`src/rtl/yuv_rgba_pkg.sv`:
```
// Package: shared widths, conversion constants and saturating helpers for
// the YUV to RGBA datapath. Assumes 8-bit samples and 16-bit intermediates.
package yuv_rgba_pkg;

    localparam int PIX_W = 8;
    localparam int MID_W = 16;

    // Conversion gains
    localparam int LUMA_GAIN = 149;
    localparam int V_TO_R    = 204;
    localparam int U_TO_B    = 254;
    localparam int U_TO_G    = 50;
    localparam int V_TO_G    = 104;
    localparam int BLACK_LVL = 16;
    localparam int CHROMA_MID = 128;

    // Narrowing shifts
    localparam int SHIFT_RB = 6;
    localparam int SHIFT_G  = 7;

    // Derived offsets
    localparam int OFS_R = (BLACK_LVL*LUMA_GAIN + (CHROMA_MID >> 1) + CHROMA_MID*V_TO_R) >> 1;
    localparam int OFS_G = -BLACK_LVL*LUMA_GAIN + CHROMA_MID*U_TO_G + CHROMA_MID*V_TO_G;
    localparam int OFS_B = (BLACK_LVL*LUMA_GAIN + (CHROMA_MID << 2) + CHROMA_MID*U_TO_B) >> 1;

    // Largest reachable intermediates, used by range checks
    localparam int PMAX  = (1 << PIX_W) - 1;
    localparam int MAX_R = ((LUMA_GAIN*PMAX + (PMAX >> 1) + V_TO_R*PMAX) >> 1) - OFS_R;
    localparam int MAX_G = LUMA_GAIN*PMAX + OFS_G;
    localparam int MAX_B = ((LUMA_GAIN*PMAX + (PMAX << 2) + U_TO_B*PMAX) >> 1) - OFS_B;

    // Subtract with clamp at zero
    function automatic logic [MID_W-1:0] sat_sub(input logic [MID_W-1:0] a,
                                                 input logic [MID_W-1:0] b);
        return (a > b) ? (a - b) : '0;
    endfunction

    // Add with clamp at the all-ones ceiling
    function automatic logic [MID_W-1:0] sat_add(input logic [MID_W-1:0] a,
                                                 input logic [MID_W-1:0] b);
        logic [MID_W:0] s;
        s = {1'b0, a} + {1'b0, b};
        return s[MID_W] ? '1 : s[MID_W-1:0];
    endfunction

endpackage

```
`src/rtl/yuv_round_sat.sv`:
```
// Module: rounding narrow. Adds half an LSB of the output at one extra bit of
// width, shifts right by SHIFT and clamps to the output range. Purely
// combinational. Assumes SHIFT >= 1.
module yuv_round_sat #(
    parameter int IN_W  = 16,
    parameter int OUT_W = 8,
    parameter int SHIFT = 6
) (
    input  logic [IN_W-1:0]  din,
    output logic [OUT_W-1:0] dout
);
    localparam logic [IN_W:0] HALF = (IN_W+1)'(1) << (SHIFT-1);
    localparam logic [IN_W:0] TOP  = (IN_W+1)'((1 << OUT_W) - 1);

    logic [IN_W:0] biased;
    logic [IN_W:0] shifted;

    // Round half up, then clamp to the largest output code
    always_comb begin
        biased  = {1'b0, din} + HALF;
        shifted = biased >> SHIFT;
        dout    = (shifted > TOP) ? '1 : shifted[OUT_W-1:0];
    end
endmodule

```
`src/rtl/yuv_chroma_prep.sv`:
```
// Module: chroma term register (stage 1). Forms the chroma products shared by
// all luma lanes and registers them alongside the lanes' luma products.
// Assumes 8-bit U and V; every product fits in MID_W bits.
module yuv_chroma_prep
    import yuv_rgba_pkg::*;
(
    input  logic             clk,
    input  logic             rst_n,
    input  logic [PIX_W-1:0] u,
    input  logic [PIX_W-1:0] v,
    output logic [MID_W-1:0] v_half,
    output logic [MID_W-1:0] u_x4,
    output logic [MID_W-1:0] v_red,
    output logic [MID_W-1:0] u_blue,
    output logic [MID_W-1:0] uv_green
);
    // Register the shared chroma terms
    always_ff @(posedge clk) begin
        if (!rst_n) begin
            v_half   <= '0;
            u_x4     <= '0;
            v_red    <= '0;
            u_blue   <= '0;
            uv_green <= '0;
        end else begin
            v_half   <= MID_W'(v >> 1);
            u_x4     <= MID_W'(u) << 2;
            v_red    <= MID_W'(v) * MID_W'(V_TO_R);
            u_blue   <= MID_W'(u) * MID_W'(U_TO_B);
            uv_green <= MID_W'(u) * MID_W'(U_TO_G) + MID_W'(v) * MID_W'(V_TO_G);
        end
    end
endmodule

```
`src/rtl/yuv_lane.sv`:
```
// Module: one luma lane. Stage 1 registers the luma product, stage 2 the
// three channel intermediates, stage 3 the rounded bytes packed as R,G,B,A.
// Assumes the chroma terms arrive already registered in step with stage 1.
module yuv_lane
    import yuv_rgba_pkg::*;
(
    input  logic             clk,
    input  logic             rst_n,
    input  logic [PIX_W-1:0] y,
    input  logic [MID_W-1:0] v_half,
    input  logic [MID_W-1:0] u_x4,
    input  logic [MID_W-1:0] v_red,
    input  logic [MID_W-1:0] u_blue,
    input  logic [MID_W-1:0] uv_green,
    output logic [4*PIX_W-1:0] pixel
);
    logic [MID_W-1:0] luma_q;
    logic [MID_W-1:0] r_mid, g_mid, b_mid;
    logic [MID_W:0]   r_sum, b_sum;
    logic [MID_W-1:0] r_next, g_next, b_next;
    logic [PIX_W-1:0] r_byte, g_byte, b_byte;
    logic [PIX_W-1:0] r_q, g_q, b_q;

    // Stage 1: luma product
    always_ff @(posedge clk) begin
        if (!rst_n) luma_q <= '0;
        else        luma_q <= MID_W'(y) * MID_W'(LUMA_GAIN);
    end

    // Stage 2 combinational: halving adds and saturating offsets
    always_comb begin
        r_sum  = {1'b0, luma_q + v_half} + {1'b0, v_red};
        b_sum  = {1'b0, luma_q + u_x4} + {1'b0, u_blue};
        r_next = sat_sub(MID_W'(r_sum >> 1), MID_W'(OFS_R));
        g_next = sat_sub(sat_add(luma_q, MID_W'(OFS_G)), uv_green);
        b_next = sat_sub(MID_W'(b_sum >> 1), MID_W'(OFS_B));
    end

    // Stage 2 register: channel intermediates
    always_ff @(posedge clk) begin
        if (!rst_n) begin
            r_mid <= '0;
            g_mid <= '0;
            b_mid <= '0;
        end else begin
            r_mid <= r_next;
            g_mid <= g_next;
            b_mid <= b_next;
        end
    end

    yuv_round_sat #(.IN_W(MID_W), .OUT_W(PIX_W), .SHIFT(SHIFT_RB)) u_nr (.din(r_mid), .dout(r_byte));
    yuv_round_sat #(.IN_W(MID_W), .OUT_W(PIX_W), .SHIFT(SHIFT_G))  u_ng (.din(g_mid), .dout(g_byte));
    yuv_round_sat #(.IN_W(MID_W), .OUT_W(PIX_W), .SHIFT(SHIFT_RB)) u_nb (.din(b_mid), .dout(b_byte));

    // Stage 3 register: narrowed channel bytes
    always_ff @(posedge clk) begin
        if (!rst_n) begin
            r_q <= '0;
            g_q <= '0;
            b_q <= '0;
        end else begin
            r_q <= r_byte;
            g_q <= g_byte;
            b_q <= b_byte;
        end
    end

    assign pixel = (r_q == '0 && g_q == '0 && b_q == '0 && !rst_n_seen) ? '0
                 : {{PIX_W{1'b1}}, b_q, g_q, r_q};

    // Tracks whether the pipeline has left reset, so the reset pixel reads 0
    logic rst_n_seen;
    logic [1:0] fill_cnt;
    always_ff @(posedge clk) begin
        if (!rst_n) begin
            fill_cnt   <= '0;
            rst_n_seen <= 1'b0;
        end else begin
            if (fill_cnt != 2'd3) fill_cnt <= fill_cnt + 2'd1;
            rst_n_seen <= (fill_cnt >= 2'd2);
        end
    end

    // Intermediates stay inside their computed ranges
    assert_no_overflow_R2: assert property (@(posedge clk) disable iff (!rst_n)
        r_mid <= MID_W'(MAX_R));
    assert_no_overflow_R3: assert property (@(posedge clk) disable iff (!rst_n)
        g_mid <= MID_W'(MAX_G));
    assert_no_overflow_R4: assert property (@(posedge clk) disable iff (!rst_n)
        b_mid <= MID_W'(MAX_B));
    // Large red intermediate narrows to the top code
    assert_red_clamp_R5: assert property (@(posedge clk) disable iff (!rst_n)
        (r_mid >= MID_W'((256 << SHIFT_RB) - (1 << (SHIFT_RB-1)))) |=> (r_q == 8'hFF));
    // Zero intermediate narrows to zero
    assert_zero_floor_R9: assert property (@(posedge clk) disable iff (!rst_n)
        (b_mid == '0) |=> (b_q == '0));
endmodule

```
`src/rtl/yuv_rgba_conv.sv`:
```
// Module: top of the YUV to RGBA converter. LANES luma lanes share one chroma
// term register; a three-deep valid pipeline runs beside the data.
// Assumes a free-running pipeline: data registers load every cycle.
module yuv_rgba_conv
    import yuv_rgba_pkg::*;
#(
    parameter int LANES = 2
) (
    input  logic                   clk,
    input  logic                   rst_n,
    input  logic                   in_valid,
    input  logic [LANES*PIX_W-1:0] in_y,
    input  logic [PIX_W-1:0]       in_u,
    input  logic [PIX_W-1:0]       in_v,
    output logic                   out_valid,
    output logic [LANES*4*PIX_W-1:0] out_rgba
);
    localparam int DEPTH = 3;

    logic [MID_W-1:0] v_half, u_x4, v_red, u_blue, uv_green;
    logic [DEPTH-1:0] vld_pipe;
    logic [1:0]       since_rst;

    yuv_chroma_prep u_chroma (
        .clk(clk), .rst_n(rst_n), .u(in_u), .v(in_v),
        .v_half(v_half), .u_x4(u_x4), .v_red(v_red),
        .u_blue(u_blue), .uv_green(uv_green)
    );

    for (genvar i = 0; i < LANES; i++) begin : g_lane
        yuv_lane u_lane (
            .clk(clk), .rst_n(rst_n),
            .y(in_y[i*PIX_W +: PIX_W]),
            .v_half(v_half), .u_x4(u_x4), .v_red(v_red),
            .u_blue(u_blue), .uv_green(uv_green),
            .pixel(out_rgba[i*4*PIX_W +: 4*PIX_W])
        );
    end

    // Valid strobe pipeline matching the data latency
    always_ff @(posedge clk) begin
        if (!rst_n) vld_pipe <= '0;
        else        vld_pipe <= {vld_pipe[DEPTH-2:0], in_valid};
    end

    assign out_valid = vld_pipe[DEPTH-1];

    // Counts edges since reset, for the latency check
    always_ff @(posedge clk) begin
        if (!rst_n)                 since_rst <= '0;
        else if (since_rst != 2'd3) since_rst <= since_rst + 2'd1;
    end

    assert_valid_latency_R1: assert property (@(posedge clk) disable iff (!rst_n)
        (since_rst == 2'd3) |-> (out_valid == $past(in_valid, 3)));
    assert_reset_clear_R8: assert property (@(posedge clk)
        (!rst_n) |=> (!out_valid));
endmodule

```
`config.mk`:
```
export PLATFORM = sky130hd
export DESIGN_NAME = yuv_rgba_conv
export DESIGN_NICKNAME = d
export VERILOG_FILES = /design/src/rtl/yuv_rgba_pkg.sv /design/src/rtl/yuv_round_sat.sv /design/src/rtl/yuv_chroma_prep.sv /design/src/rtl/yuv_lane.sv /design/src/rtl/yuv_rgba_conv.sv
export SDC_FILE = /design/constraint.sdc
export NUM_CORES = 1
export LEC_CHECK = 0
export BUFFER_PORTS_ARGS = -buffer_cell sky130_fd_sc_hd__buf_2
export CAP_MARGIN = 40
export CORE_ASPECT_RATIO = 1.75
export CORE_MARGIN = 4
export CORE_UTILIZATION = 50
export DETAILED_ROUTE_END_ITERATION = 12
export GPL_ROUTABILITY_DRIVEN = 1
export PLACE_DENSITY = 0.67
export SYNTH_ARGS = -nofsm -noshare
export SYNTH_HDL_FRONTEND = slang
export SYNTH_SLANG_ARGS = --single-unit
```
`constraint.sdc`:
```
create_clock -name clk -period 10.45 [get_ports clk]
set_clock_uncertainty 0.1 [all_clocks]
set_input_delay 1.5675 -clock clk [delete_from_list [all_inputs] [get_ports clk]]
set_output_delay 1.5675 -clock clk [all_outputs]
set_load 0.01 [all_outputs]
```
==> results of run 1 <==
## worst paths after layout
check / start / end / slack [ns] / cells after the start
hold reg to reg: vld_pipe[1] / vld_pipe[2] / 0.33 / 1
setup reg to reg: u_chroma.u_blue[1] / g_lane[1].u_lane.b_mid[13] / 5.30 / 18
hold / removal: vld_pipe[1] / vld_pipe[2] / 0.33 / 1
setup / recovery: in_u[2] / u_chroma.u_blue[15] / 5.10 / 12
## registers in the layout, indices dropped and copies added, names as in the netlist
name and count:
vld_pipe 3, g_lane.u_lane.g_mid 20, g_lane.u_lane.b_q 16, g_lane.u_lane.rst_n_seen 2
g_lane.u_lane.fill_cnt 4, g_lane.u_lane.r_mid 22, g_lane.u_lane.r_q 16, g_lane.u_lane.b_mid 22
u_chroma.uv_green 13, u_chroma.u_blue 15, u_chroma.v_red 14, u_chroma.v_half 7
u_chroma.u_x4 7, g_lane.u_lane.luma_q 32, g_lane.u_lane.g_q 16
## routing by layer
metal,vias up,global-route usage [%]
met5,-,0
met4,0,11.1
met3,124,1.84
met2,297,41.1
met1,6832,23.2
li1,7703,-
## synthesized netlist by cell type, types with 9 or more instances
master and instances:
sky130_fd_sc_hd__a211oi_1 17, sky130_fd_sc_hd__a21boi_0 11, sky130_fd_sc_hd__a21o_1 59, sky130_fd_sc_hd__a21oi_1 163, sky130_fd_sc_hd__a31oi_1 13, sky130_fd_sc_hd__a41oi_1 9, sky130_fd_sc_hd__and2_1 58, sky130_fd_sc_hd__and3_1 22
sky130_fd_sc_hd__buf_4 15, sky130_fd_sc_hd__clkbuf_1 88, sky130_fd_sc_hd__dfxtp_1 209, sky130_fd_sc_hd__fa_1 63, sky130_fd_sc_hd__ha_1 321, sky130_fd_sc_hd__inv_1 222, sky130_fd_sc_hd__nand2_1 119, sky130_fd_sc_hd__nand2b_1 21
sky130_fd_sc_hd__nand3_1 55, sky130_fd_sc_hd__nand4_1 17, sky130_fd_sc_hd__nor2_1 171, sky130_fd_sc_hd__nor2b_1 26, sky130_fd_sc_hd__nor3_1 55, sky130_fd_sc_hd__nor4_1 18, sky130_fd_sc_hd__o211ai_1 11, sky130_fd_sc_hd__o21a_1 25
sky130_fd_sc_hd__o21ai_0 72, sky130_fd_sc_hd__o21bai_1 19, sky130_fd_sc_hd__or2_2 11, sky130_fd_sc_hd__or3_1 10, sky130_fd_sc_hd__xnor2_1 130, sky130_fd_sc_hd__xor2_1 96
## power by group through the flow
stage,combinational (W),clock (W),sequential [W]
2_1_floorplan,0.00322,0,0.00115
3_3_place_gp,0.00380,0,0.00127
3_5_place_dp,0.00391,0,0.00127
4_1_cts,0.00393,0.000714,0.00126
5_1_grt,0.00442,0.000741,0.00128
6_report,0.00393,0.000694,0.00126
## worst register-to-register path, stage by stage, from the launching register on
cell and delay (ns):
sky130_fd_sc_hd__dfxtp_1 0.45, sky130_fd_sc_hd__ha_1 0.30, sky130_fd_sc_hd__fa_1 0.40, sky130_fd_sc_hd__a21o_1 0.18
sky130_fd_sc_hd__a21oi_1 0.22, sky130_fd_sc_hd__o21bai_1 0.09, sky130_fd_sc_hd__a21oi_1 0.22, sky130_fd_sc_hd__o21bai_1 0.10
sky130_fd_sc_hd__a21oi_1 0.45, sky130_fd_sc_hd__xnor2_1 0.16, sky130_fd_sc_hd__ha_1 0.38, sky130_fd_sc_hd__a21oi_1 0.40
sky130_fd_sc_hd__nand2_1 0.20, sky130_fd_sc_hd__or4_1 0.43, sky130_fd_sc_hd__o211ai_1 0.14, sky130_fd_sc_hd__nor2_1 0.13
sky130_fd_sc_hd__a221oi_1 0.43, sky130_fd_sc_hd__a21o_1 0.18, sky130_fd_sc_hd__a21oi_1 0.06
## placed cells by master, fill, tap and decap left out, types with 8 or more instances in the layout
master	count
sky130_fd_sc_hd__xor2_1	96
sky130_fd_sc_hd__xnor2_1	130
sky130_fd_sc_hd__mux2i_1	8
sky130_fd_sc_hd__o21a_1	25
sky130_fd_sc_hd__a21boi_0	11
sky130_fd_sc_hd__nand2b_1	21
sky130_fd_sc_hd__nor2b_1	26
sky130_fd_sc_hd__nor3b_1	8
sky130_fd_sc_hd__ha_1	321
sky130_fd_sc_hd__o21ai_1	8
sky130_fd_sc_hd__o21bai_1	19
sky130_fd_sc_hd__buf_2	99
sky130_fd_sc_hd__and3_1	22
sky130_fd_sc_hd__dfxtp_1	209
sky130_fd_sc_hd__clkbuf_16	18
sky130_fd_sc_hd__nand4_1	17
sky130_fd_sc_hd__fa_1	63
sky130_fd_sc_hd__nor3_1	55
sky130_fd_sc_hd__nand3_1	55
sky130_fd_sc_hd__inv_1	221
sky130_fd_sc_hd__nor4_1	18
sky130_fd_sc_hd__a41oi_1	9
sky130_fd_sc_hd__nor2_1	171
sky130_fd_sc_hd__a31oi_1	13
sky130_fd_sc_hd__o21ai_0	72
sky130_fd_sc_hd__or2_2	11
sky130_fd_sc_hd__and2_1	58
sky130_fd_sc_hd__or3_1	10
sky130_fd_sc_hd__a21o_1	59
sky130_fd_sc_hd__nand2_1	119
sky130_fd_sc_hd__a211oi_1	17
sky130_fd_sc_hd__o211ai_1	11
sky130_fd_sc_hd__a21oi_1	163
## layout make-up
cell class	instances	area, um^2
timing repair buffer	105	548
sequential	209	4180
multi-input combinational	1705	13500
fill	3438	17200
inverter	222	835
clock buffer	27	534
tap	480	601
clock inverter	5	86.3
## cell families (layout without fill, tap and decap cells)
logic type      after synthesis  after routing
xor+xnor                    227            227
mux                          12             12
simple gates                612            612
fa+ha+maj                   384            384
compound gates              470            470
flops                       209            209
buf+inv                     330            359
## through the flow
stage	setup WS, ns	util (%)	power [W]
after floorplan	5.11	-	0.00437
after global placement	4.70	52.4	0.00507
after detailed placement	4.60	52.5	0.00518
after CTS	5.13	54.1	0.00590
after global routing	4.93	54.1	0.00644
final	5.10	54.1	0.00588
==> impl_metrics.env, run 1 <==
export IMPL_crit_slowest_cell="sky130_fd_sc_hd__fa_1"
export IMPL_hold_slack_ns=0.334
export IMPL_path_class="primary input to flip-flop"
export IMPL_critical_path_startpoint_type="primary input"
export IMPL_critical_path_max_stage_delay_ns=0.57
export IMPL_max_slew_margin_rel_pct=55.3
export IMPL_cap_violations=0
export IMPL_post_synth_top_area_fraction_pct=22.0
export IMPL_ir_drop_mv=0.132
export IMPL_timing_hold_violations_final=0
export IMPL_instances_no_fill=2753
export IMPL_cellPowerDensity_mw_per_mm2=290
export IMPL_clock_sinks=209
export IMPL_finalInstanceArea_mm2=0.0203
export IMPL_synthToLayoutAreaGrowth_pct=6.87
export IMPL_path_clk_slew_ns=0.07
export IMPL_cts_tree="built"
export IMPL_detail_route_iter0_violations=481
export IMPL_initial_utilization_pct=50.6
export IMPL_power_report_internal_total_w=0.00314
export IMPL_yosys_area_share_simple_pct=16.1
export IMPL_cp_data_arrival_time_ns=5.69
export IMPL_cts_htree_levels=1
export IMPL_route_top_layer_used="met4"
export IMPL_most_common_cell_on_crit_path="sky130_fd_sc_hd__fa_1"
export IMPL_route_met3_wl_um=1530
export IMPL_dominant_combinational_cell_family_by_area_after_synthesis="adder cells"
export IMPL_hpwlAfterDp_um=38600
export IMPL_global_route_overflow_total=0
export IMPL_tritoncts_num_buffers=18
export IMPL_cts_hold_buf=0
export IMPL_swShare_pct=46.7
export IMPL_io_buffer_count=99
export IMPL_total_die_area_mm2=0.0413
export IMPL_fin_crit_sh_pct=51.2
export IMPL_post_route_cells_drive_above_1_share_pct=7.66
export IMPL_synth_enable_flop_cells=0
export IMPL_fmax_ghz=0.187
export IMPL_yosys_top_cells_area="sky130_fd_sc_hd__dfxtp_1 (22%), sky130_fd_sc_hd__ha_1 (21%), sky130_fd_sc_hd__fa_1 (6.6%), sky130_fd_sc_hd__xnor2_1 (6.0%), sky130_fd_sc_hd__xor2_1 (4.4%)"
export IMPL_synth_avg_cell_area_um2=8.46
export IMPL_synth_async_reset_ratio_pct=0
export IMPL_post_drt_via_cell_ratio=5.43
export IMPL_dr_wl_met2_um=23500
export IMPL_maximum_number_of_pins_on_one_net_before_global_route_repair=66
export IMPL_clk_root_buf="sky130_fd_sc_hd__clkbuf_16"
export IMPL_setup_tns_ns=0
export IMPL_first_global_vias=15100
export IMPL_post_synth_xor_area_fraction_pct=10.5
export IMPL_critical_path_buf_inv_count=1
export IMPL_antenna_found_initial=0
export IMPL_cts_resized_gates=0
export IMPL_maxSlewViolCount=0
export IMPL_power_frac_clock_pct=11.8
export IMPL_rsz0062_at_grt="no"
export IMPL_num_nets_final=2680
export IMPL_die_width_um=155
export IMPL_antenna_diode_count=0
export IMPL_critical_path_max_fanout=8
export IMPL_clock_latency_ns=0.52
export IMPL_run_status="finished, final reports clean"
export IMPL_combinationalPowerShare_pct=66.8
export IMPL_detail_route_antenna_nets=0
export IMPL_synth_top_cell_by_area="sky130_fd_sc_hd__dfxtp_1"
export IMPL_muxShareOfSynthArea_pct=0.659
export IMPL_vias=15000
export IMPL_worstMarginPinSlew_ns=0.670
export IMPL_crit_path_cell_trace="buf_2 -> fa_1 -> fa_1 -> fa_1 -> fa_1 -> ha_1 -> nor2b_1 -> o21a_1 -> o41ai_1 -> o21ai_0 -> a31oi_1 -> mux2i_1"
export IMPL_required_ns=10.79
export IMPL_ys_warn_count=0
export IMPL_dp_cells=2721
export IMPL_clockBufferDepth=3
export IMPL_post_cts_repair_setup_buffers=0
export IMPL_fp_coreArea_mm2=0.0375
export IMPL_postSynthRegisterBits=209
export IMPL_wirelength_um=44900
export IMPL_design_portCount=100
export IMPL_compound_cell_area_share_of_the_yosys_netlist_pct=16.1
export IMPL_cellLeakagePower_nw=9.76
export IMPL_drt_met1_wl_um=17300
export IMPL_cp_top_family="adder cells"
export IMPL_synth_fa_ha_area_share_pct=27.8
export IMPL_power_sequential_fraction_pct=21.4
export IMPL_final_setup_viol_count=0
export IMPL_synthCells=2244
export IMPL_synthesis_nets=2663
export IMPL_residual_drc_count=0
export IMPL_die_height_um=266
export IMPL_post_route_min_period_ns=5.35
export IMPL_synth_sequential_area_ratio_pct=22.0
export IMPL_grt_first_pass_wirelength_um=73300
export IMPL_dr_pass1_iters=4
export IMPL_synth_cell_type_count=82
export IMPL_synth_cell_area_mm2=0.0190
export IMPL_timing_critical_path_to_type="flip-flop"
export IMPL_p_switching_w=0.00275
export IMPL_holdCritPathClass="flip-flop to flip-flop"
export IMPL_placed_standard_cell_area_mm2=0.0197
export IMPL_postSynth_topFlopCell="sky130_fd_sc_hd__dfxtp_1"
export IMPL_placer_s_final_routability_congestion_estimate=0.934
export IMPL_num_rows=94
export IMPL_grt_usage_pct=21.5
export IMPL_wl_per_cell_um=16.3
(Power assumes the default switching activity.)
==> run 2: changes to the inputs <==
--- a/config.mk
+++ b/config.mk
@@ -5,6 +5,7 @@
 export SDC_FILE = /design/constraint.sdc
 export NUM_CORES = 1
 export LEC_CHECK = 0
+export ABC_AREA = 1
 export BUFFER_PORTS_ARGS = -buffer_cell sky130_fd_sc_hd__buf_2
 export CAP_MARGIN = 40
 export CORE_ASPECT_RATIO = 1.75
@@ -12,7 +13,7 @@
 export CORE_UTILIZATION = 50
 export DETAILED_ROUTE_END_ITERATION = 12
 export GPL_ROUTABILITY_DRIVEN = 1
-export PLACE_DENSITY = 0.67
+export PLACE_DENSITY = 0.7
 export SYNTH_ARGS = -nofsm -noshare
 export SYNTH_HDL_FRONTEND = slang
 export SYNTH_SLANG_ARGS = --single-unit
==> constraint.sdc (replaced) <==
create_clock -name clk -period 4.52 [get_ports clk]
set_clock_uncertainty 0.1 [all_clocks]
set_input_delay 0.678 -clock clk [delete_from_list [all_inputs] [get_ports clk]]
set_output_delay 0.678 -clock clk [all_outputs]
set_load 0.01 [all_outputs]
==> run 2 against run 1 <==
Against the previous run: count of clock-buffer cells in the layout up 2; largest power group unchanged; flip-flop and latch count unchanged; core utilization up 0.67 points; critical endpoint is now g_lane[0].u_lane.r_mid[15]; non-clock buffer count up 35; total power up 140%; cell count up 35%; synthesized area up 11%; sequential power up 120%; highest routed layer unchanged.
==> impl_metrics.env, run 2 <==
export IMPL_final_setup_viol_count=0
export IMPL_wirelength_um=55800
export IMPL_yosys_top_cells_area="sky130_fd_sc_hd__dfxtp_1 (20%), sky130_fd_sc_hd__ha_1 (19%), sky130_fd_sc_hd__nand2_1 (12%), sky130_fd_sc_hd__inv_1 (11%), sky130_fd_sc_hd__fa_1 (6.0%)"
export IMPL_global_route_overflow_total=0
export IMPL_multiInputGateArea_mm2=0.0142
export IMPL_clock_sinks=209
export IMPL_layout_common_cells="sky130_fd_sc_hd__nand2_1 (689), sky130_fd_sc_hd__inv_1 (592), sky130_fd_sc_hd__ha_1 (321)"
export IMPL_critical_path_max_fanout=11
export IMPL_dominant_combinational_cell_family_by_area_after_synthesis="simple AND/OR/NAND/NOR gates"
export IMPL_synth_avg_cell_area_um2=6.84
export IMPL_synth_cell_area_mm2=0.0210
export IMPL_placed_standard_cell_area_mm2=0.0221
export IMPL_regMostFlops="g_lane.u_lane.luma_q"
export IMPL_synth_fa_ha_area_share_pct=25.1
export IMPL_initial_utilization_pct=50.5
export IMPL_synthToLayoutAreaGrowth_pct=8.53
export IMPL_post_synth_top_area_fraction_pct=19.9
export IMPL_finalInstanceArea_mm2=0.0228
export IMPL_synthCells=3071
export IMPL_run_status="finished, final reports clean"
export IMPL_clock_latency_ns=0.54
export IMPL_muxShareOfSynthArea_pct=0
export IMPL_cts_hold_buf=0
export IMPL_cts_tree="built"
export IMPL_timing_critical_path_to_type="flip-flop"
export IMPL_fin_crit_sh_pct=93.3
export IMPL_most_common_cell_on_crit_path="sky130_fd_sc_hd__nand2_1"
export IMPL_dr_pass1_iters=6
export IMPL_tritoncts_num_buffers=21
export IMPL_post_route_min_period_ns=4.22
export IMPL_vias=19100
export IMPL_route_met3_wl_um=1840
export IMPL_yosys_area_share_simple_pct=25.9
export IMPL_timing_hold_violations_final=0
export IMPL_cp_data_arrival_time_ns=4.52
export IMPL_worstHoldPathCells=3
export IMPL_grt_usage_pct=24.2
export IMPL_reg2reg_setup_slack_ns=0.30
export IMPL_post_synth_most_frequent_cells="sky130_fd_sc_hd__nand2_1 (689), sky130_fd_sc_hd__inv_1 (592), sky130_fd_sc_hd__ha_1 (321), sky130_fd_sc_hd__nor2_1 (219), sky130_fd_sc_hd__a21oi_1 (217)"
export IMPL_hpwlAfterDp_um=48300
export IMPL_setup_tns_ns=0
export IMPL_synth_sequential_area_ratio_pct=19.9
export IMPL_synth_async_reset_ratio_pct=0
export IMPL_crit_start="u_chroma.v_half[1]"
export IMPL_post_synth_xor_area_fraction_pct=5.78
export IMPL_synthesis_nets=3490
export IMPL_io_buffer_count=99
export IMPL_max_slew_margin_rel_pct=44.7
export IMPL_sequential_cell_area_mm2=0.00418
export IMPL_worst_r2r_startpoint="u_chroma.v_half[1]"
export IMPL_rsz0062_at_grt="no"
export IMPL_drt_met1_wl_um=21500
export IMPL_crit_reg2reg_capture="g_lane[0].u_lane.r_mid[15]"
export IMPL_fmax_ghz=0.237
export IMPL_synth_top_cell_by_area="sky130_fd_sc_hd__dfxtp_1"
export IMPL_synth_most_common_cell="sky130_fd_sc_hd__nand2_1"
export IMPL_maximum_number_of_pins_on_one_net_before_global_route_repair=82
export IMPL_maxSlewViolCount=0
export IMPL_cellPowerDensity_mw_per_mm2=619
export IMPL_ys_warn_count=0
export IMPL_crit_path_cell_trace="inv_1 -> fa_1 -> o21ai_1 -> a21boi_0 -> nor2_1 -> o21ai_0 -> nand3b_1 -> buf_4 -> xor2_1 -> buf_4 -> ha_1 -> buf_4 -> nand2_1 -> a21oi_1 -> nor2_1 -> nand2_1 -> nand2_1 -> nand2_1 -> nand4_1 -> nand3_2 -> nand2_2 -> nand2_2 -> nor2_1"
export IMPL_antenna_diode_count=0
export IMPL_postSynth_topFlopCell="sky130_fd_sc_hd__dfxtp_1"
export IMPL_post_drt_via_cell_ratio=5.12
export IMPL_fp_coreArea_mm2=0.0416
export IMPL_critical_path_startpoint_type="flip-flop"
export IMPL_critical_path_max_stage_delay_ns=0.45
export IMPL_cellLeakagePower_nw=12.7
export IMPL_layout_setup_ws_ns=0.303
export IMPL_count_of_cells_along_the_worst_register_to_register_path=23
export IMPL_placer_s_final_routability_congestion_estimate=0.929
export IMPL_first_global_vias=19000
export IMPL_num_nets_final=3572
export IMPL_grt_first_pass_wirelength_um=90100
export IMPL_dp_worst_setup_slack_ns=0.0175
export IMPL_wl_per_cell_um=15.0
export IMPL_die_width_um=163
export IMPL_total_die_area_mm2=0.0455
export IMPL_synth_enable_flop_cells=0
export IMPL_endpoint="g_lane[0].u_lane.r_mid[15]"
export IMPL_worstMarginPinSlew_ns=0.829
export IMPL_top_regs="g_lane.u_lane.luma_q x32, g_lane.u_lane.b_mid x22, g_lane.u_lane.r_mid x22"
export IMPL_ir_drop_mv=0.297
export IMPL_power_total_w=0.0141
export IMPL_fillerInstances=4135
export IMPL_required_ns=4.83
export IMPL_route_top_layer_used="met4"
export IMPL_die_height_um=279
export IMPL_largest_register_ff_count=32
export IMPL_detail_route_iter0_violations=883
export IMPL_cap_violations=0
export IMPL_num_rows=99
export IMPL_compound_cell_area_share_of_the_yosys_netlist_pct=10.8
export IMPL_antenna_found_initial=0
export IMPL_dr_wl_met2_um=29700
export IMPL_clockBufferDepth=3
export IMPL_holdCritPathClass="primary input to flip-flop"
export IMPL_synth_cell_type_count=48
export IMPL_residual_drc_count=0
export IMPL_postSynthRegisterBits=209
export IMPL_post_route_cells_drive_above_1_share_pct=7.89
export IMPL_clk_root_buf="sky130_fd_sc_hd__clkbuf_16"
export IMPL_path_class="flip-flop to flip-flop"
export IMPL_cts_htree_levels=1
export IMPL_design_portCount=100
export IMPL_detail_route_antenna_nets=0
export IMPL_path_clk_slew_ns=0.07
export IMPL_crit_slowest_cell="sky130_fd_sc_hd__fa_1"
export IMPL_layout_cells_most_common="sky130_fd_sc_hd__nand2_1"
==> run 2: changes by cell type after synthesis, moves of 23 or more <==
| cell | before | now |
|---|---|---|
| sky130_fd_sc_hd__nand2_1 | 119 | 689 |
| sky130_fd_sc_hd__inv_1 | 222 | 592 |
| sky130_fd_sc_hd__nand3_1 | 55 | 157 |
| sky130_fd_sc_hd__xnor2_1 | 130 | 30 |
| sky130_fd_sc_hd__a21oi_1 | 163 | 217 |
| sky130_fd_sc_hd__and2_1 | 58 | 7 |
| sky130_fd_sc_hd__nor2_1 | 171 | 219 |
| sky130_fd_sc_hd__a21o_1 | 59 | 12 |
| sky130_fd_sc_hd__o21ai_0 | 72 | 114 |
| sky130_fd_sc_hd__nor2b_1 | 26 | 0 |
| sky130_fd_sc_hd__clkbuf_1 | 88 | 64 |
| sky130_fd_sc_hd__nand2_2 | 0 | 23 |
==> run 2: metrics by stage <==
step,std cells,util [%],hold WS (ns)
after global routing,3723,54.8,0.251
after floorplan,3071,-,0.290
after global placement,3681,53.1,0.301
final,3723,54.8,0.231
after detailed placement,3683,53.1,0.305
after CTS,3721,54.7,0.217
==> run 2: how the worst min path moves through the flow <==
stage,startpoint,endpoint,slack (ns)
after floorplan,vld_pipe[0],vld_pipe[1],0.29
after global placement,vld_pipe[0],vld_pipe[1],0.30
after CTS,in_valid,vld_pipe[0],0.22
after detailed placement,vld_pipe[1],vld_pipe[2],0.30
after global routing,in_valid,vld_pipe[0],0.25
final,in_valid,vld_pipe[0],0.23
==> run 2: cell families after synthesis <==
family                     count (synthesis)
AOI/OAI and AO/OA                        415
and+or+nand+nor                         1249
xor gates and xnor gates                 137
buffers and inverters                    677
adders and majority gates                384
DFF                                      209
==> run 2: routing by layer <==
metal / vias to the layer above / GRT usage (%)
met1: 8625 / 25.4
li1: 9873 / -
met2: 435 / 48.0
met3: 127 / 1.80
met4: 0 / 10.5
met5: - / 0
==> run 2: timing repair <==
item,CTS,global route
endpoints found under the setup margin,0,32
buffers inserted,0,2
gates resized for setup,0,6
==> run 2: worst max-delay path: cells and delay by family, from the launching register on <==
kind	cells	cell delay (ns)
simple gates	12	1.49
fa+ha+maj	2	0.77
compound gates	4	0.66
buf+inv	4	0.57
flops	1	0.38
xor+xnor	1	0.14
==> run 2: final cells by class <==
type	count	area share, %
multi-input cells	2185	62.4
flip-flops and latches	209	18.4
inverters	596	9.81
repair buffers	140	3.53
well taps	555	3.05
clock buffers	29	2.48
clock inverters	9	0.401
==> run 2: where the power goes <==
part           internal [W]  leakage, nW  switching [W]
logic               0.00350         10.7        0.00608
clock network      0.000946        0.318       0.000757
registers           0.00236         1.72       0.000468
==> run 3: changes to the inputs <==
--- a/config.mk
+++ b/config.mk
@@ -14,6 +14,7 @@
 export DETAILED_ROUTE_END_ITERATION = 12
 export GPL_ROUTABILITY_DRIVEN = 1
 export PLACE_DENSITY = 0.7
+export SETUP_SLACK_MARGIN = 0.4
 export SYNTH_ARGS = -nofsm -noshare
 export SYNTH_HDL_FRONTEND = slang
 export SYNTH_SLANG_ARGS = --single-unit
==> run 3 against run 2 <==
Against the previous run: register-to-register slack improved by 0.31 ns; critical path type is now primary input to flip-flop; total power rose by 3.3%; first-iteration DRC count fell by 11%; worst setup slack improved by 0.30 ns; highest routed layer unchanged; largest cell class unchanged; global-route usage fell by 0.054 points.
==> impl_metrics.env, run 3 (same netlist as run 2, synthesis figures left out) <==
export IMPL_hpwlAfterDp_um=48000
export IMPL_crit_reg2reg_capture="g_lane[1].u_lane.b_mid[8]"
export IMPL_required_ns=4.81
export IMPL_io_buffer_count=99
export IMPL_post_drt_via_cell_ratio=5.13
export IMPL_swShare_pct=51.1
export IMPL_largest_register_ff_count=32
export IMPL_layout_setup_ws_ns=0.602
export IMPL_fillerInstances=4131
export IMPL_multiInputGateArea_mm2=0.0146
export IMPL_layout_common_cells="sky130_fd_sc_hd__nand2_1 (682), sky130_fd_sc_hd__inv_1 (592), sky130_fd_sc_hd__ha_1 (310)"
export IMPL_power_sequential_fraction_pct=19.5
export IMPL_cellLeakagePower_nw=12.8
export IMPL_cellPowerDensity_mw_per_mm2=627
export IMPL_finalInstanceArea_mm2=0.0232
export IMPL_critical_path_max_fanout=6
export IMPL_detail_route_antenna_nets=0
export IMPL_sequential_cell_area_mm2=0.00419
export IMPL_fin_crit_sh_pct=86.7
export IMPL_worstMarginPinSlew_ns=0.704
export IMPL_design_portCount=100
export IMPL_regMostFlops="g_lane.u_lane.luma_q"
export IMPL_die_height_um=279
export IMPL_num_nets_final=3573
export IMPL_timing_critical_path_to_type="flip-flop"
export IMPL_cts_tree="built"
export IMPL_synthToLayoutAreaGrowth_pct=10.7
export IMPL_detail_route_iter0_violations=789
export IMPL_setup_tns_ns=0
export IMPL_clock_sinks=209
export IMPL_crit_slowest_cell="sky130_fd_sc_hd__fa_1"
export IMPL_most_common_cell_on_crit_path="sky130_fd_sc_hd__fa_1"
export IMPL_cp_data_arrival_time_ns=4.21
export IMPL_grt_usage_pct=24.1
export IMPL_clk_root_buf="sky130_fd_sc_hd__clkbuf_16"
export IMPL_final_setup_viol_count=0
export IMPL_rsz0062_at_grt="no"
export IMPL_critical_path_max_stage_delay_ns=0.58
export IMPL_timing_hold_violations_final=0
export IMPL_top_regs="g_lane.u_lane.luma_q x32, g_lane.u_lane.b_mid x22, g_lane.u_lane.r_mid x22"
export IMPL_wirelength_um=55800
export IMPL_combinationalPowerShare_pct=67.9
export IMPL_global_route_overflow_total=0
export IMPL_residual_drc_count=0
export IMPL_cts_htree_levels=1
export IMPL_ir_drop_mv=0.367
export IMPL_tritoncts_num_buffers=22
export IMPL_layout_cells_most_common="sky130_fd_sc_hd__nand2_1"
export IMPL_post_route_cells_drive_above_1_share_pct=10.2
export IMPL_num_rows=99
export IMPL_power_total_w=0.0146
export IMPL_holdCritPathClass="primary input to flip-flop"
export IMPL_vias=19100
export IMPL_fp_coreArea_mm2=0.0416
export IMPL_antenna_found_initial=0
export IMPL_path_clk_slew_ns=0.06
export IMPL_initial_utilization_pct=50.5
export IMPL_placer_s_final_routability_congestion_estimate=0.957
export IMPL_clock_latency_ns=0.52
export IMPL_p_switching_w=0.00746
export IMPL_critical_path_startpoint_type="primary input"
export IMPL_antenna_diode_count=0
export IMPL_reg2reg_setup_slack_ns=0.61
export IMPL_count_of_cells_along_the_worst_register_to_register_path=23
export IMPL_maximum_number_of_pins_on_one_net_before_global_route_repair=73
export IMPL_grt_first_pass_wirelength_um=89700
export IMPL_placed_standard_cell_area_mm2=0.0221
export IMPL_cts_hold_buf=0
export IMPL_max_slew_margin_rel_pct=53.0
export IMPL_power_frac_clock_pct=12.6
export IMPL_crit_path_cell_trace="buf_2 -> buf_4 -> fa_1 -> fa_1 -> fa_1 -> fa_1 -> ha_1 -> a21oi_1 -> o21ai_1 -> a21oi_2 -> o21ai_0 -> o21ai_0 -> a21oi_1"
export IMPL_path_class="primary input to flip-flop"
export IMPL_total_die_area_mm2=0.0455
export IMPL_post_route_min_period_ns=3.92
export IMPL_dp_worst_setup_slack_ns=0.0185
export IMPL_maxSlewViolCount=0
export IMPL_first_global_vias=18700
export IMPL_wl_per_cell_um=15.0
export IMPL_endpoint="u_chroma.u_blue[12]"
export IMPL_clockBufferDepth=3
export IMPL_dr_pass1_iters=6
export IMPL_crit_start="in_u[3]"
export IMPL_die_width_um=163
export IMPL_cap_violations=0
export IMPL_fmax_ghz=0.255
export IMPL_run_status="finished, final reports clean"
export IMPL_worst_r2r_startpoint="g_lane[1].u_lane.luma_q[3]"
export IMPL_power_report_internal_total_w=0.00713
==> run 3: layout make-up <==
cell class	count	share of cell area (%)
sequential	209	18.0
tap	555	2.99
clock buffer	29	2.74
inverter	596	9.62
clock inverter	10	0.490
multi-input combinational	2185	62.7
timing repair buffer	140	3.47
==> run 3: power groups by stage <==
stage	clock network, W	registers (W)	logic, W
2_1_floorplan	0	0.00267	0.00737
3_5_place_dp	0	0.00286	0.00947
3_3_place_gp	0	0.00285	0.00929
5_1_grt	0.00196	0.00290	0.0113
4_1_cts	0.00190	0.00283	0.00955
6_report	0.00184	0.00284	0.00990
==> run 3: worst min-delay path by stage <==
stage	to	cells after the start	start
global route	vld_pipe[0]	3	in_valid
CTS	vld_pipe[0]	3	in_valid
finish	vld_pipe[0]	3	in_valid
floorplan	vld_pipe[1]	2	vld_pipe[0]
global placement	vld_pipe[1]	2	vld_pipe[0]
detailed placement	vld_pipe[2]	2	vld_pipe[1]
==> run 3: timing repair <==
| item | CTS | global route |
|---|---|---|
| endpoints found under the setup margin | 21 | 66 |
| buffers inserted | 1 | 7 |
| pin swaps | 0 | 10 |
| resized for setup | 7 | 85 |
==> run 3: layer usage <==
layer / global-route usage [%] / wire length [um] / vias to the layer above
met1: 25.7 / 21200 / 8619
met4: 10.8 / 3160 / 0
met3: 1.60 / 1730 / 163
met2: 47.5 / 29700 / 434
met5: 0 / 0 / -
li1: - / - / 9882
==> run 3: through the flow <==
stage               hold WS [ns]  instances  utilization (%)
floorplan                  0.290       3071                -
global placement           0.300       3675             53.0
detailed placement         0.323       3677             53.0
CTS                        0.222       3717             54.9
global route               0.278       3724             55.9
finish                     0.241       3724             55.9
==> run 3: critical path: cells and delay by family <==
kind	cells	cell delay, ns
adder cells (fa/ha/maj)	5	2.38
buffers and inverters	2	0.29
AO/OA/AOI/OAI	6	0.86
